===== config.mk =====
export PLATFORM = sky130hd
export DESIGN_NAME = sl_walker
export DESIGN_NICKNAME = d
export VERILOG_FILES = /design/src/rtl/sl_walk_pkg.sv /design/src/rtl/sl_list_track.sv /design/src/rtl/sl_fetch_addr.sv /design/src/rtl/sl_walker.sv
export SDC_FILE = /design/constraint.sdc
export NUM_CORES = 1
export LEC_CHECK = 0
export ABC_AREA = 0
export BUFFER_PORTS_ARGS = -buffer_cell sky130_fd_sc_hd__buf_2
export CAP_MARGIN = 10
export CORE_UTILIZATION = 55
export CTS_CLUSTER_DIAMETER = 200
export CTS_CLUSTER_SIZE = 16
export DETAILED_ROUTE_END_ITERATION = 6
export PLACE_DENSITY = 0.82
export SYNTH_ARGS = -nofsm -noshare
export SYNTH_HDL_FRONTEND = slang
export SYNTH_HIERARCHICAL = 1
export SYNTH_SLANG_ARGS = --single-unit

===== constraint.sdc =====
create_clock -name clk -period 4.68 [get_ports clk]
set_input_delay 0.468 -clock clk [delete_from_list [all_inputs] [get_ports clk]]
set_output_delay 0.468 -clock clk [all_outputs]
set_load 0.05 [all_outputs]

===== src/rtl/sl_walk_pkg.sv =====
package sl_walk_pkg;

    localparam int ENT_W    = 64;
    localparam int PAGE_SH  = 12;
    localparam int REGN_SH  = 20;
    localparam int IDX_W    = 8;
    localparam int HI_W     = ENT_W - PAGE_SH;

    localparam logic [PAGE_SH-1:0] FWD_SLOT = 12'hFF8;
    localparam logic [PAGE_SH-1:0] BWD_SLOT = 12'hFF0;

    typedef enum logic [1:0] {
        ST_IDLE,
        ST_ROUTE,
        ST_FETCH,
        ST_RESP
    } walk_st_e;

    typedef enum logic [1:0] {
        FK_PAGE,
        FK_FWD,
        FK_BWD
    } fetch_kind_e;

    typedef struct packed {
        logic [ENT_W-1:0] pa;
        logic             fault;
    } walk_rsp_t;

    function automatic logic [ENT_W-1:0] table_of(logic [HI_W-1:0] hi);
        return {hi, {PAGE_SH{1'b0}}};
    endfunction

    function automatic logic [ENT_W-1:0] join_pa(logic [HI_W-1:0] hi,
                                                 logic [PAGE_SH-1:0] ofs);
        return {hi, ofs};
    endfunction

endpackage


===== src/rtl/sl_list_track.sv =====
module sl_list_track
    import sl_walk_pkg::*;
#(
    parameter int REG_W = 12
) (
    input  logic             clk,
    input  logic             rst,
    input  logic [HI_W-1:0]  base_hi,
    input  logic             step_en,
    input  logic             step_fwd,
    input  logic [HI_W-1:0]  link_hi,
    output logic [ENT_W-1:0] cur_table,
    output logic [REG_W-1:0] cur_region
);

    always_ff @(posedge clk) begin
        if (rst) begin
            cur_table  <= table_of(base_hi);
            cur_region <= '0;
        end else if (step_en) begin
            cur_table  <= table_of(link_hi);
            cur_region <= step_fwd ? cur_region + 1'b1 : cur_region - 1'b1;
        end
    end

endmodule


===== src/rtl/sl_fetch_addr.sv =====
module sl_fetch_addr
    import sl_walk_pkg::*;
(
    input  fetch_kind_e      kind,
    input  logic [ENT_W-1:0] cur_table,
    input  logic [IDX_W-1:0] page_idx,
    output logic [ENT_W-1:0] addr
);

    logic [PAGE_SH-1:0] slot_ofs;

    always_comb begin
        unique case (kind)
            FK_FWD:  slot_ofs = FWD_SLOT;
            FK_BWD:  slot_ofs = BWD_SLOT;
            default: slot_ofs = {1'b0, page_idx, 3'b000};
        endcase
        addr = cur_table + ENT_W'(slot_ofs);
    end

endmodule


===== src/rtl/sl_walker.sv =====
module sl_walker
    import sl_walk_pkg::*;
#(
    parameter int VA_W = 32
) (
    input  logic            clk,
    input  logic            rst,
    input  logic [31:0]     cfg_base_hi,
    input  logic [31:0]     cfg_base_lo,
    input  logic            req_valid,
    output logic            req_ready,
    input  logic [VA_W-1:0] req_va,
    output logic            rsp_valid,
    input  logic            rsp_ready,
    output logic [63:0]     rsp_pa,
    output logic            rsp_fault,
    output logic            rd_valid,
    output logic [63:0]     rd_addr,
    input  logic            rd_ack,
    input  logic [63:0]     rd_data
);

    localparam int REG_W = VA_W - REGN_SH;

    walk_st_e         state;
    fetch_kind_e      kind_q;
    logic [VA_W-1:0]  va_q;
    walk_rsp_t        rsp_q;
    logic [ENT_W-1:0] cur_table;
    logic [REG_W-1:0] cur_region;
    logic [REG_W-1:0] want_region;
    logic [ENT_W-1:0] base_full;
    logic             hop_ok;
    logic             unused_bits;

    assign base_full   = {cfg_base_hi, cfg_base_lo};
    assign want_region = va_q[VA_W-1:REGN_SH];
    assign hop_ok      = (state == ST_FETCH) && rd_ack && (kind_q != FK_PAGE) && rd_data[0];
    assign unused_bits = ^{rd_data[PAGE_SH-1:1], base_full[PAGE_SH-1:0]};

    sl_list_track #(.REG_W(REG_W)) u_track (
        .clk        (clk),
        .rst        (rst),
        .base_hi    (base_full[ENT_W-1:PAGE_SH]),
        .step_en    (hop_ok),
        .step_fwd   (kind_q == FK_FWD),
        .link_hi    (rd_data[ENT_W-1:PAGE_SH]),
        .cur_table  (cur_table),
        .cur_region (cur_region)
    );

    sl_fetch_addr u_addr (
        .kind      (kind_q),
        .cur_table (cur_table),
        .page_idx  (va_q[REGN_SH-1:PAGE_SH]),
        .addr      (rd_addr)
    );

    always_ff @(posedge clk) begin
        if (rst) begin
            state  <= ST_IDLE;
            kind_q <= FK_PAGE;
            va_q   <= '0;
            rsp_q  <= '0;
        end else begin
            unique case (state)
                ST_IDLE: if (req_valid) begin
                    va_q  <= req_va;
                    state <= ST_ROUTE;
                end
                ST_ROUTE: begin
                    if (want_region == cur_region)     kind_q <= FK_PAGE;
                    else if (want_region > cur_region) kind_q <= FK_FWD;
                    else                               kind_q <= FK_BWD;
                    state <= ST_FETCH;
                end
                ST_FETCH: if (rd_ack) begin
                    if (!rd_data[0]) begin
                        rsp_q <= '{pa: '0, fault: 1'b1};
                        state <= ST_RESP;
                    end else if (kind_q == FK_PAGE) begin
                        rsp_q <= '{pa: join_pa(rd_data[ENT_W-1:PAGE_SH], va_q[PAGE_SH-1:0]),
                                   fault: 1'b0};
                        state <= ST_RESP;
                    end else begin
                        state <= ST_ROUTE;
                    end
                end
                ST_RESP: if (rsp_ready) state <= ST_IDLE;
                default: state <= ST_IDLE;
            endcase
        end
    end

    assign req_ready = (state == ST_IDLE);
    assign rd_valid  = (state == ST_FETCH);
    assign rsp_valid = (state == ST_RESP);
    assign rsp_pa    = rsp_q.pa;
    assign rsp_fault = rsp_q.fault;

endmodule


==> summary.md <==
| Metric | Value |
|---|---|
| Post-route ant nets | `0` |
| Sinks on Clock Net | `approximately 170` |
| Final Max Slew Viols | `0` |
| Synth area leaders | `dfxtp_1, edfxtp_1, a21oi_1, mux2_2, nand2_1` |
| CP Data Arrival Time | `about 2300 ps` |
| Max Buffers Root-to-Sink | `2` |
| Fin area | `about 11000 sq um` |
| Library cells used by synthesis | `65` |
| Final WL | `23600 microns` |
| Std cell rows | `45` |
| H-tree depth | `4` |
| Synth Register Bits | `165` |
| Clock Tree Root | `clkbuf_16` |
| Reg area | `3820 sq um` |
| Synthesized area | `between 8000 and 9000 sq um` |
| Crit Path Max Fanout | `9` |
| Ys flop type | `dfxtp_1` |
| P_leak | `approximately 0.0045 uW` |
| DP HPWL | `roughly 17000 microns` |
| Clk_skew | `around 14 ps` |
| Max cap viols | `0` |
| Core area | `15400 sq um` |
| Register area share after synthesis | `a little over two fifths` |
| RSZ-0062 raised after global routing | `no` |
| CTS tree | `done` |
| PwrDens | `about 360 nW/um^2` |
| Crit share post-route | `59.7%` |
| TNS Setup | `0 ps` |
| Dpl cell area | `10100 sq um` |
| Floorplan die area | `around 16000 sq um` |
| RD Place Congestion | `about 0.9` |
| Num CTS Buffers | `17` |
| F_max | `~360 MHz` |
| Hold_buf cts | `0` |
| Vias | `roughly 7900` |
| Grt ovf | `0` |
| Worst-Margin Slew | `1170 ps` |
| Post-Synthesis Cells | `between 900 and 1000` |
| Final net count | `roughly 1400` |
| Clock-pin slew on the worst setup and hold paths | `70 ps` |
| CTS resizes | `0` |
| Routed len/inst | `16.6 microns` |
| Worst Hold Class | `in -> reg` |
| Multi-input logic area | `approximately 4500 sq um` |
| Worst-Skew Late Latency | `between 400 and 500 ps` |
| Worst path required time | `4210 ps` |
| Post CTS Setup Buffer Count | `0` |
| First-pass GRT wire length | `36400 microns` |
| Starting Density | `roughly 57%` |
| Layout fillers | `roughly 1200` |
| Min cycle time layout | `about 2800 ps` |
| Die width | `128 microns` |
| GRT Total Usage | `approximately 29%` |
| Largest net degree at the start of global routing | `~70` |
| Vias in the first global route | `between 7000 and 8000` |
| Post-route DRC | `0` |
| Hold Violations, Final | `0` |
| Synth top area share | `25.8%` |
| Critical path launch point type | `register` |
| Initial antenna violation count | `2` |
| Worst vdd ir | `~0.36 mV` |
| Vias per cell | `roughly 5.6` |
| Count leader, synth | `nand2_1` |
| I/O pins | `297` |
| Status | `finished, final reports clean` |
| Die Height | `128 microns` |
| Slew headroom | `~22%` |
| Post-synth top cells | `nand2_1, a21oi_1, dfxtp_1` |
| TritonRoute pass-1 iters | `4` |
| Share of layout cells above drive strength 1 | `a little under a third` |
| Final setup violation count | `0` |
| First DRT Iteration DRCs | `462` |
| Synth Warn # | `6` |
| Port bufs | `270` |
| Avg Cell Area, Syn | `around 9.2 sq um` |
| Dominant cell type by area after synthesis | `dfxtp_1` |
| Area Growth Syn to Fin | `21.6%` |
| Number of synthesized flops with an enable pin | `52` |
| CP endpoint kind | `primary output` |
| CP Class | `reg -> out` |
| Asr flop ratio synth | `0%` |
[flip-flops by register name, indices dropped and copies added, names as in the netlist]
register / count
u_track/cur_table: 52
va_q: 32
state: 2
rsp_fault: 1
u_track/cur_region: 12
kind_q: 2
rsp_pa: 64
[layout by cell type (no fill, tap or decap), types with 22 or more instances in the layout]
cell	instances
xnor2_1	51
inv_1	27
dfxtp_1	113
nand2_1	159
nand4_1	22
ha_1	32
a21oi_1	122
edfxtp_1	52
buf_2	269
nand3_1	88
nor2_1	23
mux2_2	53
[worst paths after layout]
path                            depth (start not counted)        from  slack, ps                      to
worst max register to register                          8   kind_q[0]       1890  u_track/cur_region[11]
worst min-delay path                                    3  req_va[25]        270                va_q[25]
worst min register to register                          2  rsp_pa[16]        450              rsp_pa[16]
worst max-delay path                                    7   kind_q[1]       1890              rd_addr[4]
[per-stage QoR]
| step | total power (uW) | setup WS (ps) | utilization [%] | hold slack [ps] | std cells |
|---|---|---|---|---|---|
| 4_1_cts | 3860 | 1860 | 69.4 | 256 | 1420 |
| 5_1_grt | 4000 | 1680 | 69.4 | 266 | 1421 |
| 6_report | 3850 | 1890 | 69.4 | 268 | 1421 |
| 2_1_floorplan | 2320 | 1890 | - | 431 | 967 |
| 3_3_place_gp | 2520 | 1960 | 65.8 | 434 | 1388 |
| 3_5_place_dp | 2540 | 1890 | 65.8 | 440 | 1388 |
[kinds of logic (layout without fill, tap and decap cells)]
| group | after synthesis | count (layout) | synth area share [%] |
|---|---|---|---|
| mux | 58 | 58 | 7.37 |
| compound gates | 180 | 180 | 12.2 |
| flops | 165 | 165 | 43.6 |
| simple gates | 359 | 359 | 19.8 |
| other cells | 1 | 13 | 0.0427 |
| xor+xnor | 65 | 65 | 6.49 |
| buf+inv | 94 | 336 | 5.49 |
| fa+ha+maj | 34 | 34 | 5.02 |
[where the power goes]
part	total (uW)	switching, uW	internal, uW
clock	1320	590	733
combinational	927	644	284
sequential	1600	50.1	1550
[worst max-delay path: stages, from the launching register on]
cell      delay (ps)
dfxtp_1          450
inv_1             70
ha_1             400
nand2b_1         150
inv_1             60
fa_1             440
inv_1             60
buf_2            250
[metal layers]
| metal | wire (microns) | global-route usage [%] | up-vias |
|---|---|---|---|
| met1 | 9620 | 33.9 | 3724 |
| met5 | 0 | 0 | - |
| met3 | 1700 | 6.84 | 51 |
| li1 | - | - | 3828 |
| met4 | 801 | 13.7 | 0 |
| met2 | 11500 | 48.5 | 328 |
[area by class of cell]
cell class / count / area share, %
multi-input cells: 708 / 42.3
flip-flops and latches: 165 / 35.8
repair buffers: 276 / 13.1
clock buffers: 17 / 3.99
well taps: 211 / 2.47
clock inverters: 15 / 1.22
inverters: 28 / 0.985
diodes: 1 / 0.0235
Power figures use the tool's default switching activity.
